**config.mk**
```make
export PLATFORM = sky130hd
export DESIGN_NAME = slave_park_arbiter
export DESIGN_NICKNAME = d
export VERILOG_FILES = /design/src/rtl/slave_park_pkg.sv /design/src/rtl/slave_park_rr.sv /design/src/rtl/slave_park_dp.sv /design/src/rtl/slave_park_ctrl.sv /design/src/rtl/slave_park_arbiter.sv
export SDC_FILE = /design/constraint.sdc
export NUM_CORES = 1
export LEC_CHECK = 0
export ABC_AREA = 0
export ABC_CLOCK_PERIOD_IN_PS = 6100
export CAP_MARGIN = 20
export CORE_ASPECT_RATIO = 0.5
export CORE_MARGIN = 2
export CORE_UTILIZATION = 30
export CTS_BUF_LIST = sky130_fd_sc_hd__clkbuf_8
export CTS_CLUSTER_SIZE = 8
export DETAILED_ROUTE_END_ITERATION = 7
export PLACE_DENSITY = 0.49
export SYNTH_ARGS = -nofsm -noshare
export SYNTH_HDL_FRONTEND = slang
export SYNTH_SLANG_ARGS = --single-unit
```
**constraint.sdc**
```tcl
create_clock -name clk -period 6.1 [get_ports clk]
set_clock_uncertainty 0.15 [all_clocks]
set_input_delay 0.61 -clock clk [delete_from_list [all_inputs] [get_ports clk]]
set_output_delay 0.61 -clock clk [all_outputs]
set_load 0.02 [all_outputs]
```
**src/rtl/slave_park_pkg.sv**
```systemverilog
package slave_park_pkg;

  typedef enum logic [1:0] {
    PARK_NONE  = 2'b00,
    PARK_LAST  = 2'b01,
    PARK_FIXED = 2'b10,
    PARK_RSVD  = 2'b11
  } parkPolicy_t;

  // Strobes from control to datapath
  typedef struct packed {
    logic loadWinner;  // owner <= round-robin winner, connect
    logic loadFixed;   // owner <= stored fixed index, connect
    logic dropConn;    // disconnect the slave
  } ctrlStrobe_t;

endpackage

```
**src/rtl/slave_park_rr.sv**
```systemverilog
module slave_park_rr #(
  parameter int NUM_MASTERS = 5,
  parameter int IDX_W       = 3
) (
  input  logic [NUM_MASTERS-1:0] reqVec,
  input  logic [IDX_W-1:0]       lastIdx,
  output logic [IDX_W-1:0]       winIdx,
  output logic                   winValid
);

  // Search starts after lastIdx and wraps; lastIdx itself is checked last.
  always_comb begin
    logic [IDX_W-1:0] candIdx;
    winIdx   = '0;
    winValid = 1'b0;
    candIdx  = '0;
    for (int k = 1; k <= NUM_MASTERS; k++) begin
      candIdx = IDX_W'((int'(lastIdx) + k) % NUM_MASTERS);
      if (!winValid && reqVec[candIdx]) begin
        winValid = 1'b1;
        winIdx   = candIdx;
      end
    end
  end

endmodule

```
**src/rtl/slave_park_dp.sv**
```systemverilog
module slave_park_dp
  import slave_park_pkg::*;
#(
  parameter int NUM_MASTERS = 5,
  parameter int IDX_W       = 3
) (
  input  logic                   clk,
  input  logic                   rstN,
  input  logic [NUM_MASTERS-1:0] mstReq,
  input  logic                   cfgWrEn,
  input  logic [1:0]             cfgWrPolicy,
  input  logic [IDX_W-1:0]       cfgWrFixedIdx,
  input  ctrlStrobe_t            strobe,
  output logic                   anyReq,
  output logic                   ownerReq,
  output logic                   fixedOk,
  output parkPolicy_t            policy,
  output logic [NUM_MASTERS-1:0] grant,
  output logic                   connected
);

  localparam logic [IDX_W:0] MST_COUNT = (IDX_W+1)'(NUM_MASTERS);

  logic [IDX_W-1:0] ownerIdx;
  logic [IDX_W-1:0] fixedIdx;
  logic [IDX_W-1:0] winIdx;
  logic             connReg;

  slave_park_rr #(
    .NUM_MASTERS(NUM_MASTERS),
    .IDX_W      (IDX_W)
  ) u_rr (
    .reqVec  (mstReq),
    .lastIdx (ownerIdx),
    .winIdx  (winIdx),
    .winValid(anyReq)
  );

  // Policy register: sampled by control only at transfer end
  always_ff @(posedge clk or negedge rstN) begin
    if (!rstN) begin
      policy   <= PARK_NONE;
      fixedIdx <= '0;
    end else if (cfgWrEn) begin
      policy   <= parkPolicy_t'(cfgWrPolicy);
      fixedIdx <= cfgWrFixedIdx;
    end
  end

  // Owner and connection state
  always_ff @(posedge clk or negedge rstN) begin
    if (!rstN) begin
      ownerIdx <= '0;
      connReg  <= 1'b0;
    end else if (strobe.loadWinner) begin
      ownerIdx <= winIdx;
      connReg  <= 1'b1;
    end else if (strobe.loadFixed) begin
      ownerIdx <= fixedIdx;
      connReg  <= 1'b1;
    end else if (strobe.dropConn) begin
      connReg  <= 1'b0;
    end
  end

  assign fixedOk   = ({1'b0, fixedIdx} < MST_COUNT);
  assign ownerReq  = connReg && mstReq[ownerIdx];
  assign connected = connReg;

  for (genvar g = 0; g < NUM_MASTERS; g++) begin : g_grant
    assign grant[g] = connReg && (ownerIdx == IDX_W'(g));
  end

  // never more than one owner
  p_grant_onehot_r2: assert property (@(posedge clk) disable iff (!rstN)
    $onehot0(grant));

  // a connected owner always names a real master
  p_owner_range_r10: assert property (@(posedge clk) disable iff (!rstN)
    connReg |-> ({1'b0, ownerIdx} < MST_COUNT));

endmodule

```
**src/rtl/slave_park_ctrl.sv**
```systemverilog
module slave_park_ctrl
  import slave_park_pkg::*;
(
  input  logic        clk,
  input  logic        rstN,
  input  logic        slvXferEnd,
  input  logic        anyReq,
  input  logic        ownerReq,
  input  logic        fixedOk,
  input  parkPolicy_t policy,
  output ctrlStrobe_t strobe,
  output logic        busy
);

  logic busyNext;

  always_comb begin
    strobe   = '0;
    busyNext = busy;
    if (!busy) begin
      // Idle: parked owner goes straight on, others arbitrate
      if (ownerReq) begin
        busyNext = 1'b1;
      end else if (anyReq) begin
        strobe.loadWinner = 1'b1;
        busyNext          = 1'b1;
      end
    end else if (slvXferEnd) begin
      if (anyReq) begin
        strobe.loadWinner = 1'b1;
      end else begin
        busyNext = 1'b0;
        case (policy)
          PARK_LAST:  ;
          PARK_FIXED: begin
            if (fixedOk) strobe.loadFixed = 1'b1;
            else         strobe.dropConn  = 1'b1;
          end
          default:    strobe.dropConn = 1'b1;
        endcase
      end
    end
  end

  always_ff @(posedge clk or negedge rstN) begin
    if (!rstN) busy <= 1'b0;
    else       busy <= busyNext;
  end

  // a pending request at transfer end keeps the port busy
  p_handover_busy_r6: assert property (@(posedge clk) disable iff (!rstN)
    (busy && slvXferEnd && anyReq) |=> busy);

  // end indication while idle does not start anything
  p_idle_end_r13: assert property (@(posedge clk) disable iff (!rstN)
    (!busy && !anyReq) |=> !busy);

endmodule

```
**src/rtl/slave_park_arbiter.sv**
```systemverilog
module slave_park_arbiter
  import slave_park_pkg::*;
#(
  parameter int NUM_MASTERS = 5,
  parameter int IDX_W       = 3
) (
  input  logic                   clk,
  input  logic                   rstN,
  input  logic [NUM_MASTERS-1:0] mstReq,
  input  logic                   slvXferEnd,
  input  logic                   cfgWrEn,
  input  logic [1:0]             cfgWrPolicy,
  input  logic [IDX_W-1:0]       cfgWrFixedIdx,
  output logic [NUM_MASTERS-1:0] mstGrant,
  output logic                   slvConnected,
  output logic                   slvBusy
);

  ctrlStrobe_t strobe;
  parkPolicy_t policy;
  logic        anyReq;
  logic        ownerReq;
  logic        fixedOk;

  slave_park_ctrl u_ctrl (
    .clk       (clk),
    .rstN      (rstN),
    .slvXferEnd(slvXferEnd),
    .anyReq    (anyReq),
    .ownerReq  (ownerReq),
    .fixedOk   (fixedOk),
    .policy    (policy),
    .strobe    (strobe),
    .busy      (slvBusy)
  );

  slave_park_dp #(
    .NUM_MASTERS(NUM_MASTERS),
    .IDX_W      (IDX_W)
  ) u_dp (
    .clk          (clk),
    .rstN         (rstN),
    .mstReq       (mstReq),
    .cfgWrEn      (cfgWrEn),
    .cfgWrPolicy  (cfgWrPolicy),
    .cfgWrFixedIdx(cfgWrFixedIdx),
    .strobe       (strobe),
    .anyReq       (anyReq),
    .ownerReq     (ownerReq),
    .fixedOk      (fixedOk),
    .policy       (policy),
    .grant        (mstGrant),
    .connected    (slvConnected)
  );

  // grant frozen during a transfer
  p_hold_grant_r5: assert property (@(posedge clk) disable iff (!rstN)
    (slvBusy && !slvXferEnd) |=> $stable(mstGrant));

  // parked owner starts without re-arbitration
  p_parked_start_r4: assert property (@(posedge clk) disable iff (!rstN)
    (!slvBusy && |(mstReq & mstGrant)) |=> (slvBusy && $stable(mstGrant)));

  // release policies disconnect on an idle end
  p_release_r7: assert property (@(posedge clk) disable iff (!rstN)
    (slvBusy && slvXferEnd && !(|mstReq) &&
     (policy == PARK_NONE || policy == PARK_RSVD)) |=> !slvConnected);

  // keep-last policy holds the grant on an idle end
  p_keep_last_r8: assert property (@(posedge clk) disable iff (!rstN)
    (slvBusy && slvXferEnd && !(|mstReq) && policy == PARK_LAST)
      |=> $stable(mstGrant));

  // fixed policy with an unusable index releases the slave
  p_fixed_range_r10: assert property (@(posedge clk) disable iff (!rstN)
    (slvBusy && slvXferEnd && !(|mstReq) && policy == PARK_FIXED && !fixedOk)
      |=> !slvConnected);

  // idle end with nothing pending changes no grant
  p_idle_end_stable_r13: assert property (@(posedge clk) disable iff (!rstN)
    (!slvBusy && !(|mstReq)) |=> $stable(mstGrant));

endmodule

```
==> flow_summary.json, run 1 <==
{
  "worstMarginPinSlew_ns": 0.594,
  "tns_ns": 0,
  "grt_max_degree": 38,
  "io_buffer_count": 20,
  "clkTransAtPathRegs_ns": 0.05,
  "cap_viol_max_count": 0,
  "dieArea_sq_mm": 0.00899,
  "drive_gt1_frac": 0.129,
  "synth_top_area_cell": "ha_1",
  "synth_warnings": 0,
  "diodes": 0,
  "min_path_cells": 1,
  "grt.busiest_layer": "met2",
  "timing.final.crit_share": 0.797,
  "synth_seq_cells": 10,
  "final_util": 0.351,
  "holdCritPathClass": "register to register",
  "dr.pass1.iters": 4,
  "cts_hold_buf": 0,
  "nFillCells": 835,
  "drt_iter0_drc": 150,
  "cts_setup_buffers": 0,
  "synthTopCellsByArea": "ha_1 (14%), dfrtp_1 (10%), mux2_2 (5.0%)",
  "slew_headroom": 0.601,
  "setup_viol": 0,
  "synthTopCellsByCount": "ha_1 (28), nand2_1 (24), inv_1 (20)",
  "syn_area_sq_mm": 0.00246,
  "overflow": 0,
  "fin_crit_ns": 4.86,
  "drcViolationCount": 0,
  "worstHoldStart": "u_dp.policy[0]$_DFFE_PN0P_",
  "vias_per_cell": 5.63,
  "numCtsBuffers": 3,
  "grt_usage": 0.166,
  "gr-usage-met2": 0.310,
  "num_vias": 2467,
  "rsz0062_at_grt": "false",
  "row_count": 23,
  "startpoint_type": "register",
  "worstPathMaxFanout": 15,
  "ant_nets": 0,
  "initial_core_util": 0.309,
  "end_kind": "register",
  "cts_tree": "built",
  "crit_type": "register to register",
  "ys.flop_type": "dfrtp_1",
  "grt_pass1_vias": 2333,
  "synth_area_per_cell_sq_um": 7.81,
  "cts_root_buf": "clkbuf_8",
  "reg2regPathDepth": 16,
  "synth_edf_count": 0,
  "timing.final.hold_violations": 0,
  "seq_area_sq_um": 250,
  "syn2layout_area_growth_pct": 13.7,
  "grt_pass1_wl_mm": 12.0,
  "core_sq_mm": 0.00797,
  "synth_top_area_frac": 0.142,
  "multiInputGateArea_sq_mm": 0.00206,
  "routed_wl_mm": 7.23,
  "place_congestion": 0.904,
  "cts_sinks": 10,
  "synth.distinct_cells": 76,
  "cts_buffer_depth": 2,
  "die_h_um": 68.0,
  "syn_nets": 358,
  "die_w_um": 132,
  "antenna_found_initial": 0,
  "ios": 21,
  "cp-startpoint": "u_dp.ownerIdx[1]$_DFFE_PN0P_",
  "arrival_ns": 4.86,
  "grt_use_met1": 0.217,
  "syn_inst": 315,
  "worstReg2RegStart": "u_dp.ownerIdx[1]$_DFFE_PN0P_",
  "clock_latency_ns": 0.23,
  "nets": 371,
  "outcome": "complete, no violations",
  "synth_most_common_cell": "ha_1",
  "post_cts_resized": 0,
  "dpl.hpwl_mm": 5.61,
  "worstPathRequired_ns": 6.10,
  "fmax_mhz": 206,
  "ys_seq_area_frac": 0.102,
  "slew_viol_final": 0,
  "use_met3": 0.0178,
  "drt-wirelength-per-cell_um": 16.5,
  "h-tree-depth": 1,
  "synthArstFlopShare": 1.00
}
layout make-up:
type	instances	area share
clock buffers	3	0.0148
inverters	21	0.0282
multi-input cells	268	0.735
flip-flops and latches	10	0.0894
well taps	112	0.0501
repair buffers	24	0.0823
through the flow:
| stage | cells | hold WS (ns) | worst slack, ns | cell area (sq um) |
|---|---|---|---|---|
| after floorplan | 315 | 0.164 | 1.60 | 2460 |
| after global placement | 435 | 0.351 | 1.34 | 2760 |
| after detailed placement | 435 | 0.366 | 1.25 | 2760 |
| after CTS | 438 | 0.376 | 1.24 | 2800 |
| after global routing | 438 | 0.400 | 0.760 | 2800 |
| final | 438 | 0.370 | 1.24 | 2800 |
state kept, by name, summed over array words and instances, names as in the netlist:
name and count:
u_ctrl.busy 1, u_dp.fixedIdx 3, u_dp.ownerIdx 3, u_dp.connected 1, u_dp.policy 2
critical path: stages, from the launching register on:
cell	delay, ns
dfrtp_1	0.51
ha_1	0.32
ha_1	0.59
inv_1	0.17
ha_1	0.24
o32ai_1	0.28
xnor2_1	0.34
ha_1	0.30
inv_1	0.07
o221ai_1	0.37
a2111oi_0	0.19
nor4_1	0.36
nor3b_1	0.31
a21oi_1	0.13
mux2i_1	0.16
o2bb2ai_1	0.13
a31oi_1	0.15
routing by layer:
layer  wire, um  up-vias
li1           -     1218
met1       3440     1186
met2       3390       57
met3        344        6
met4         58        0
met5          0        -
kinds of logic after synthesis:
family                     count (synthesis)  share of synthesized area
and+or+nand+nor                          109                      0.242
DFF                                       10                      0.102
AOI/OAI and AO/OA                        102                      0.321
adders and majority gates                 29                      0.150
xor gates and xnor gates                   7                     0.0280
muxes                                     21                     0.0946
buffers and inverters                     37                     0.0620
worst paths after layout:
kind | end | slack (ns)
min in group asynchronous | u_ctrl.busy$_DFF_PN0_ | 0.55
max in group asynchronous | u_dp.fixedIdx[0]$_DFFE_PN0P_ | 4.93
max | u_dp.ownerIdx[1]$_DFFE_PN0P_ | 1.24
min | u_dp.policy[0]$_DFFE_PN0P_ | 0.37
max reg2reg | u_dp.ownerIdx[1]$_DFFE_PN0P_ | 1.24
min reg2reg | u_dp.policy[0]$_DFFE_PN0P_ | 0.37
layout by cell type, fill, tap and decap left out, drive strengths merged, types with 5 or more instances in the layout:
master / Yosys / layout
xnor2: 6 / 6
inv: 21 / 21
mux2i: 9 / 9
a21o: 6 / 6
nor2b: 7 / 7
clkdlybuf4s50: 0 / 20
dfrtp: 10 / 10
o22ai: 5 / 5
a31oi: 7 / 7
mux2: 12 / 12
a21oi: 16 / 16
nand2b: 5 / 5
ha: 28 / 28
nand2: 25 / 25
nor2: 18 / 18
nor3: 9 / 9
nand4b: 5 / 5
nand3: 10 / 10
o21ai: 15 / 15
a211oi: 8 / 8
and2: 6 / 6
Power of run 1 is not shown: default switching activity piles up to over one toggle a cycle in this logic, so the estimate is an artifact.
==> run 2, diff against run 1 <==
- ABC_CLOCK_PERIOD_IN_PS: 6100 -> 4600
- clock period: 6.1 -> 4.6 ns (I/O delays scaled with it)
==> run 2 against run 1 <==
  * Sequential share of layout area is 0.34 points lower
  * Wire length is 6.3% higher
  * Sequential cell count stayed put
  * Via count is 0.12% higher
  * Register-to-register slack worse by 0.96 ns
  * Non-clock buffer count is 11 higher
  * Die area stayed put
  * Global-route usage is 0.92 points higher
  * Clock-buffer cell count is 1 higher
  * Core utilization is 1.4 points higher
  * Fmax is 13% higher
  * Design area is 3.9% higher
==> flow_summary.json, run 2 (synthesis gave the netlist of run 1 again) <==
{
  "outcome": "complete, no violations",
  "nFillCells": 846,
  "drt-wirelength-per-cell_um": 17.1,
  "post_cts_resized": 0,
  "num_vias": 2470,
  "cts_buffer_depth": 2,
  "arrival_ns": 4.31,
  "rsz0062_at_grt": "false",
  "seq_area_sq_um": 250,
  "io_buffer_count": 20,
  "antenna_found_initial": 0,
  "multiInputGateArea_sq_mm": 0.00207,
  "fmax_mhz": 232,
  "diodes": 0,
  "r2r_setup_slack_ns": 0.28,
  "core_sq_mm": 0.00797,
  "numCtsBuffers": 3,
  "holdCritPathClass": "register to register",
  "crit_path_frequent_cell": "ha_1",
  "overflow": 0,
  "tns_ns": 0,
  "reg_top3": "u_dp.fixedIdx x3, u_dp.ownerIdx x3, u_dp.policy x2",
  "grt_usage": 0.175,
  "dr.pass1.iters": 4,
  "initial_core_util": 0.309,
  "ant_nets": 0,
  "timing.final.hold_violations": 0,
  "dieArea_sq_mm": 0.00899,
  "routed_wl_mm": 7.69,
  "syn2layout_area_growth_pct": 18.2,
  "worstSetupEndpoint": "u_dp.ownerIdx[2]$_DFFE_PN0P_",
  "grt_max_degree": 40,
  "slew_headroom": 0.646,
  "cts_root_buf": "clkbuf_8",
  "nets": 382,
  "critPathMaxStageDelay_ns": 0.52,
  "row_count": 23,
  "final_common_cell": "ha_1",
  "end_kind": "register",
  "die_h_um": 68.0,
  "reg2regPathDepth": 15,
  "ios": 21,
  "cts_setup_buffers": 0,
  "worstMarginPinSlew_ns": 0.529,
  "cp-startpoint": "u_dp.ownerIdx[0]$_DFFE_PN0P_",
  "drcViolationCount": 0,
  "worstPathRequired_ns": 4.59,
  "cts_hold_buf": 0,
  "cts_sinks": 10,
  "dpl.hpwl_mm": 6.02,
  "clock_latency_ns": 0.24,
  "topRoutingLayerUsed": "met4",
  "h-tree-depth": 1,
  "setup_viol": 0,
  "final_cell_mix": "ha_1 (28), nand2_1 (24), inv_1 (20), clkdlybuf4s50_1 (20), nor2_1 (18)",
  "holdWs_ns": 0.368,
  "cts_tree": "built",
  "grt_pass1_vias": 2334,
  "cap_viol_max_count": 0,
  "drive_gt1_frac": 0.166,
  "clkTransAtPathRegs_ns": 0.05,
  "worstPathMaxFanout": 14,
  "die_w_um": 132,
  "wl_met2_mm": 3.28,
  "slew_viol_final": 0,
  "place_congestion": 0.864,
  "timing.final.crit_share": 0.939,
  "crit_type": "register to register",
  "drt_iter0_drc": 225,
  "worstReg2RegEnd": "u_dp.ownerIdx[2]$_DFFE_PN0P_",
  "worstReg2RegStart": "u_dp.ownerIdx[0]$_DFFE_PN0P_",
  "m1WireLength_mm": 3.98,
  "grt_pass1_wl_mm": 12.5,
  "startpoint_type": "register",
  "cp_slowest_cell": "nor4bb_1",
  "wl_met3_um": 371,
  "crit_chain": "ha_1, ha_1, buf_4, ha_1, inv_1, ha_1, nand2b_1, o21ai_0, a31oi_2, nor4bb_1, nor2b_1, a211oi_4, nor3_2, mux2_4, a221oi_2",
  "vias_per_cell": 5.49,
  "fin_crit_ns": 4.32
}
==> run 2: cell types whose count changed in the layout (fill, tap and decap cells not counted), sizes merged <==
| cell | change |
|---|---|
| clkbuf | +1 |
| buf | +11 |
==> run 2: how the worst min path moves through the flow <==
stage / from / endpoint / slack [ns] / cells after the start
floorplan: rstN / u_ctrl.busy$_DFF_PN0_ / 0.01 / 0
global placement: u_dp.policy[0]$_DFFE_PN0P_ / u_dp.policy[0]$_DFFE_PN0P_ / 0.35 / 1
detailed placement: u_dp.policy[0]$_DFFE_PN0P_ / u_dp.policy[0]$_DFFE_PN0P_ / 0.36 / 1
CTS: u_dp.policy[0]$_DFFE_PN0P_ / u_dp.policy[0]$_DFFE_PN0P_ / 0.37 / 1
global route: u_dp.policy[0]$_DFFE_PN0P_ / u_dp.policy[0]$_DFFE_PN0P_ / 0.41 / 1
finish: u_dp.policy[0]$_DFFE_PN0P_ / u_dp.policy[0]$_DFFE_PN0P_ / 0.37 / 1
==> run 2: layout make-up <==
cell class / instances / area share
multi-input combinational: 268 / 0.712
timing repair buffer: 35 / 0.108
sequential: 10 / 0.0860
tap: 112 / 0.0482
inverter: 21 / 0.0271
clock buffer: 4 / 0.0189
==> run 2: layer usage <==
| metal | global-route usage | vias to the layer above |
|---|---|---|
| met4 | 0.0476 | 0 |
| met2 | 0.288 | 56 |
| met3 | 0.0133 | 7 |
| met5 | 0 | - |
| met1 | 0.250 | 1172 |
| li1 | - | 1235 |
==> run 2: worst max-delay path: cells and delay by family, from the launching register on <==
| family | cells | cell delay [ns] |
|---|---|---|
| muxes | 1 | 0.31 |
| DFF | 1 | 0.40 |
| adders and majority gates | 4 | 1.05 |
| buffers and inverters | 2 | 0.25 |
| AOI/OAI and AO/OA | 4 | 1.03 |
| and+or+nand+nor | 4 | 1.02 |
==> run 2: metrics by stage <==
step            util  instance area, sq um  instances  worst slack (ns)
4_1_cts        0.363                  2900        450             0.319
6_report       0.365                  2910        450             0.281
3_3_place_gp   0.356                  2840        446             0.344
5_1_grt        0.365                  2910        450           0.00114
2_1_floorplan      -                  2460        315            0.0967
3_5_place_dp   0.356                  2840        446             0.331
Power of run 2 is left out for the same reason.
